[src/rtl/tmr_prescaler_pkg.sv]
package tmr_prescaler_pkg;
  localparam int unsigned NUM_SRC = 4;
  localparam int unsigned SEL_W   = $clog2(NUM_SRC);
  localparam int unsigned D1_W    = 2;
  localparam int unsigned D2_W    = 3;
  // first stage ratio max 2^(2^D1_W - 1); counter holds ratio-1
  localparam int unsigned CNT1_W  = (1 << D1_W) - 1;
  localparam int unsigned CNT2_W  = D2_W;
  localparam int unsigned MAX_GAP = (1 << CNT1_W) * (1 << CNT2_W);

  function automatic logic [CNT1_W-1:0] pre_reload(input logic [D1_W-1:0] code);
    logic [CNT1_W:0] r;
    r = ((CNT1_W+1)'(1) << code) - (CNT1_W+1)'(1);
    return r[CNT1_W-1:0];
  endfunction
endpackage

[src/rtl/tick_mux.sv]
module tick_mux #(
  parameter int unsigned N     = 4,
  parameter int unsigned SEL_W = $clog2(N)
) (
  input  logic [N-1:0]     tick_i,
  input  logic [SEL_W-1:0] sel_i,
  output logic             tick_o
);
  logic [N-1:0] hit;
  for (genvar g = 0; g < N; g++) begin : g_leg
    assign hit[g] = tick_i[g] & (sel_i == SEL_W'(g));
  end
  assign tick_o = |hit;
endmodule

[src/rtl/div_stage.sv]
module div_stage #(
  parameter int unsigned CNT_W = 3
) (
  input  logic             clk_i,
  input  logic             rst_ni,
  input  logic             clr_i,
  input  logic             en_i,
  input  logic [CNT_W-1:0] reload_i,
  output logic             en_o
);
  logic [CNT_W-1:0] cnt_q;
  logic             zero;

  assign zero = (cnt_q == '0);
  assign en_o = en_i & zero;

  always_ff @(posedge clk_i or negedge rst_ni) begin
    if (!rst_ni)      cnt_q <= '0;
    else if (clr_i)   cnt_q <= '0;
    else if (en_i)    cnt_q <= zero ? reload_i : cnt_q - CNT_W'(1);
  end
endmodule

[src/rtl/tmr_prescaler.sv]
module tmr_prescaler
  import tmr_prescaler_pkg::*;
(
  input  logic               clk_i,
  input  logic               rst_ni,
  input  logic [NUM_SRC-1:0] src_tick_i,
  input  logic [SEL_W-1:0]   src_sel_i,
  input  logic [D1_W-1:0]    div1_sel_i,
  input  logic [D2_W-1:0]    div2_sel_i,
  input  logic               clr_i,
  output logic               tick_o
);
  logic sel_tick, gated, en1;

  tick_mux #(.N(NUM_SRC), .SEL_W(SEL_W)) u_mux (
    .tick_i (src_tick_i),
    .sel_i  (src_sel_i),
    .tick_o (sel_tick)
  );

  assign gated = sel_tick & ~clr_i;

  div_stage #(.CNT_W(CNT1_W)) u_pre (
    .clk_i    (clk_i),
    .rst_ni   (rst_ni),
    .clr_i    (clr_i),
    .en_i     (gated),
    .reload_i (pre_reload(div1_sel_i)),
    .en_o     (en1)
  );

  div_stage #(.CNT_W(CNT2_W)) u_post (
    .clk_i    (clk_i),
    .rst_ni   (rst_ni),
    .clr_i    (clr_i),
    .en_i     (en1),
    .reload_i (div2_sel_i),
    .en_o     (tick_o)
  );
endmodule

[config.mk]
export PLATFORM = sky130hd
export DESIGN_NAME = tmr_prescaler
export DESIGN_NICKNAME = d
export VERILOG_FILES = /design/src/rtl/tmr_prescaler_pkg.sv /design/src/rtl/tick_mux.sv /design/src/rtl/div_stage.sv /design/src/rtl/tmr_prescaler.sv
export SDC_FILE = /design/constraint.sdc
export NUM_CORES = 1
export LEC_CHECK = 0
export ABC_AREA = 1
export BUFFER_PORTS_ARGS = -buffer_cell sky130_fd_sc_hd__clkbuf_2
export CAP_MARGIN = 5
export CORE_AREA = 2 2 39 41
export CTS_CLUSTER_DIAMETER = 100
export CTS_CLUSTER_SIZE = 28
export DETAILED_ROUTE_END_ITERATION = 16
export DIE_AREA = 0 0 41 43
export GPL_TIMING_DRIVEN = 0
export PLACE_DENSITY = 0.57
export SETUP_SLACK_MARGIN = 0.5
export SLEW_MARGIN = 10
export SYNTH_ARGS = -nofsm -noshare
export SYNTH_HDL_FRONTEND = slang
export SYNTH_SLANG_ARGS = --single-unit
[constraint.sdc]
create_clock -name clk_i -period 3.7 [get_ports clk_i]
set_input_delay 0.555 -clock clk_i [delete_from_list [all_inputs] [get_ports clk_i]]
set_output_delay 0.555 -clock clk_i [all_outputs]
set_load 0.1 [all_outputs]
======== After elaboration in Yosys (flattened, before gate mapping) ========
Index checks and enable logic that the tools add are counted.
operators by class
  $mul .................................... 0
  reductions and logical operators ........ 6
  equal/unequal tests ..................... 3
  bitwise gates (word level) .............. 8
  shift operators ......................... 1
  $lt $le $gt $ge ......................... 0
  multiplexer cells ....................... 6
  add/sub/neg operators ................... 3
  divide/modulo/power cells ............... 0
operators with widths
  cell                                                                number
  3-bit two-way mux                                                   6
  1-bit AND                                                           7
  3-bit logical NOT                                                   2
  3-bit by 1-bit subtractor with 3-bit output, second input constant  2
  2-bit == test, second input constant                                2
  2-bit nonzero test                                                  2
  4-bit OR reduction                                                  1
  1-bit by 2-bit left shift with 3-bit output, first input constant   1
  3-bit by 2-bit subtractor with 3-bit output, second input constant  1
  2-bit by 1-bit == test with 1-bit output, second input constant     1
  2-bit logical NOT                                                   1
  1-bit NOT                                                           1
storage, ports and cells
  word-level logic and storage cells ...... 29
  bits of input ports ..................... 14
  memories ................................ 0
  RAM bits ................................ 0
  bits in read-only memories .............. 0
  latch bits .............................. 0
  register bits ........................... 6

======== Longest topological paths before layout ========
  word-level depth ........................ 7
  depth in mapped cells ................... 8
  mapped depth without buffers ............ 8

======== Hierarchy ========
Synthesis repeated with hierarchy kept, for this count alone.
second synthesis, totals
  cell total of the unflattened synthesis .. 77
  area, all modules ....................... 461.7 sq um
by module, submodules not included
  module         seq. area each (sq um)  cells each  times used  area an instance (sq um)
  div_stage      75.1                    28          2           190.2
  tick_mux       0.0                     13          1           51.3
  tmr_prescaler  0.0                     8           1           30.0

======== Worst setup path before layout ========
Ideal clock, no wire load.
  path kind ............................... reg2out
  start point ............................. register u_pre.cnt_q[0]
  end point ............................... output port tick_o
  data arrival time ....................... 2,191 ps
  stages on the path, launching flop included .. 7
  buffers on the path ..................... 0
  setup slack ............................. 954 ps
  cell sequence ........................... dfrtp_1 > inv_1 > ha_1 > inv_2 > nor2_4 > nand4_2 > nor2_1
between the ends
  word-level cells in the longest chain between the ends .. 3
RTL lines
  what                    RTL line             source
  start, declared         div_stage.sv:11      logic [CNT_W-1:0] cnt_q;
  start signal, assigned  div_stage.sv:20      else if (en_i) cnt_q <= zero ? reload_i : cnt_q - CNT_W'(1);
  3-bit logical NOT       div_stage.sv:14      assign zero = (cnt_q == '0);
  1-bit AND (2 in a row)  div_stage.sv:15      assign en_o = en_i & zero;
  end, declared           tmr_prescaler.sv:11  output logic tick_o
Every way passes these cells.

======== Worst setup path after layout ========
Ends and elaborated chain as after synthesis.

==> metrics.yaml <==
floorplanning:
  core_area_sq_mm: 0.00138
  dieArea_sq_mm: 0.00176
  start_util_pct: 34.6
  io_pins: 15
  die_y_microns: 43
  dieWidth_microns: 41
  rows: 14
setup_path:
  cp_slowest_cell: "clkbuf_2"
  cp_top_family: "buffers and inverters"
  worstSetupPathType: "flip-flop to output port"
  crit_buf_inv: 3
  crit_arrival_ps: 1830
  cp.required_ps: 3140
  crit_chain: "inv_1 > ha_1 > inv_2 > nor2_4 > nand4_2 > nor2_1 > clkbuf_2"
  cp_max_fo: 7
  cp-end-kind: "output port"
  worst_setup_path_start_kind: "flip-flop"
  crit_path_max_incr_delay_ps: 460
layout:
  areaGrowthSynthToFinish_pct: 23.5
  diodes: 0
  fin_nets: 104
  drive_gt1_share_pct: 29.8
  finalNonFillerCells: 100
grt:
  grt_pass1_wl_microns: 1490
  grt_antenna_before_repair: 0
  grt_use_total_pct: 12.5
  first_global_vias: 414
  grt_start_max_net_pins: 9
  overflow: 0
detailed_routing:
  first_pass_iters: 4
  postRouteAntennaNets: 0
  post_drt_wl_per_cell_microns: 8.78
  totalWireLength_microns: 878
  drc: 0
  via_per_inst: 4.57
  drtIter0Drc: 6
  routed-via-count: 457
placed_design:
  gp_congestion: 0.678
  port_buffers: 14
  placed_cells: 97
  hpwl_microns: 772
  dp_worst_setup_slack_ps: 1530
clock_network:
  cts-root-buf: "clkbuf_4"
  cts-resized-gates: 0
  cts_buffers: 3
  hold_buffers: 0
  clk_latency_ps: 230
  htreeDepth: 1
  cts.clk_slew.worst_paths_ps: 40
  cts_tree: "done"
  post_cts_buffers: 0
  cts_sinks: 6
  clk_path_buf_depth: 2
synth:
  syn_inst: 67
  yosysWarnings: 0
  netlist_top_cells_count: "nand2_1, nand3_1, inv_1, dfrtp_1, ha_1"
  syn_nets: 85
  synth-seq-area-share_pct: 31.3
  yosysMostFrequentCell: "nand2_1"
  synthDistinctLibCells: 14
  synth_edf_count: 0
  ys_async_sr_fraction_pct: 100
  netlist_area_sq_um: 479
  synth_top_area_cell: "dfrtp_1"
  syn_avg_cell_area_sq_um: 7.15
  yosys_register_bits: 6
  synth_ff_type: "dfrtp_1"
  synth_area_leaders: "dfrtp_1, nand2_1, nand3_1"
  synth_top_area_share_pct: 31.3
timing:
  skew_ps: 1.16
  fin_ws_ps: 1320
  finalCritPeriodShare_pct: 64.4
  fin_crit_ps: 2380
  max_slew.worst_pin.slew_ps: 537
  fin_setup_tns_ps: 0
  rsz0062_at_grt: "false"
  fmax_ghz: 0.419
  hold_violations: 0
  slew-limit-headroom_pct: 64.4
  setup_viol_count_final: 0
  drv_slew: 0
run_status:
  status: "finished, final reports clean"
flow_run:
  cap_violations: 0
hold_path:
  min_path_type: "input pin to async pin"
power_and_ir_drop:
  p_leak_nw: 0.344
  peakVddDrop_mv: 0.181
  powerDensity_mw_per_mm2: 467
## final timing paths
check / startpoint / endpoint / slack, ps / cells after the start
min in group clk_i: u_post.cnt_q[1] / u_post.cnt_q[1] / 510 / 2
setup / recovery: u_pre.cnt_q[0] / tick_o / 1320 / 7
max in group asynchronous: rst_ni / u_post.cnt_q[2] / 3420 / 1
hold reg to reg: u_post.cnt_q[1] / u_post.cnt_q[1] / 510 / 2
setup reg to reg: u_pre.cnt_q[0] / u_post.cnt_q[0] / 2410 / 7
hold / removal: rst_ni / u_pre.cnt_q[0] / 130 / 1
## state kept, by name, indices dropped and copies added (netlist names)
name	flops
u_post.cnt_q	3
u_pre.cnt_q	3
## worst reg2reg max path: stages (launching register included)
cell and delay [ps]:
dfrtp_1 390, inv_1 90, ha_1 160, inv_2 50, nor2_4 160, nand4_2 170, nand3_1 100, nand2_1 60
## where the power goes
| group | internal [mW] | leakage, nW | switching [mW] | total [mW] |
|---|---|---|---|---|
| sequential | 0.0798 | 0.0799 | 0.0110 | 0.0908 |
| clock | 0.0364 | 0.0138 | 0.0195 | 0.0559 |
| combinational | 0.0472 | 0.250 | 0.0828 | 0.130 |
| total | 0.163 | 0.344 | 0.113 | 0.277 |
## stage by stage
stage | util [%] | total power [mW] | cell area [sq um] | hold slack, ps
2_1_floorplan | - | 0.192 | 479 | 259
3_3_place_gp | 41.1 | 0.222 | 569 | 382
3_5_place_dp | 41.1 | 0.224 | 569 | 383
4_1_cts | 42.8 | 0.283 | 592 | 127
5_1_grt | 42.8 | 0.308 | 592 | 142
6_report | 42.8 | 0.277 | 592 | 133
## cell families (layout without fill, tap and decap cells)
logic type,Yosys count,in the layout,synth area share (%)
AO/OA/AOI/OAI,6,6,6.26
adder cells (fa/ha/maj),4,4,10.4
AND/OR/NAND/NOR,39,39,42.6
flip-flops,6,6,31.3
buffers and inverters,12,29,9.40
## cell type report
type                            count  area, sq um
Inverter                           12         45.0
Multi-Input combinational cell     49          284
Timing Repair Buffer               14         70.1
Sequential cell                     6          150
Clock buffer                        3         22.5
Fill cell                         152          792
Tap cell                           16         20.0
## layer usage
layer  GRT usage [%]  share of wire, %
met1            15.6                42
met2            19.1                53
met3            1.57               5.4
met4            8.00                 0
met5               0                 0
## placed cells by master (no fill, tap or decap)
| cell type | n |
|---|---|
| nor2_1 | 2 |
| a21oi_1 | 1 |
| nand3_2 | 2 |
| nor2_4 | 2 |
| nand3_1 | 11 |
| clkbuf_4 | 3 |
| o21ai_1 | 2 |
| nand2_1 | 20 |
| clkbuf_2 | 14 |
| ha_1 | 4 |
| nand4_2 | 1 |
| dfrtp_1 | 6 |
| inv_1 | 10 |
| inv_2 | 2 |
| nand2_4 | 1 |
| o21ai_0 | 3 |
Note: power is estimated with default switching activity, not from simulation.
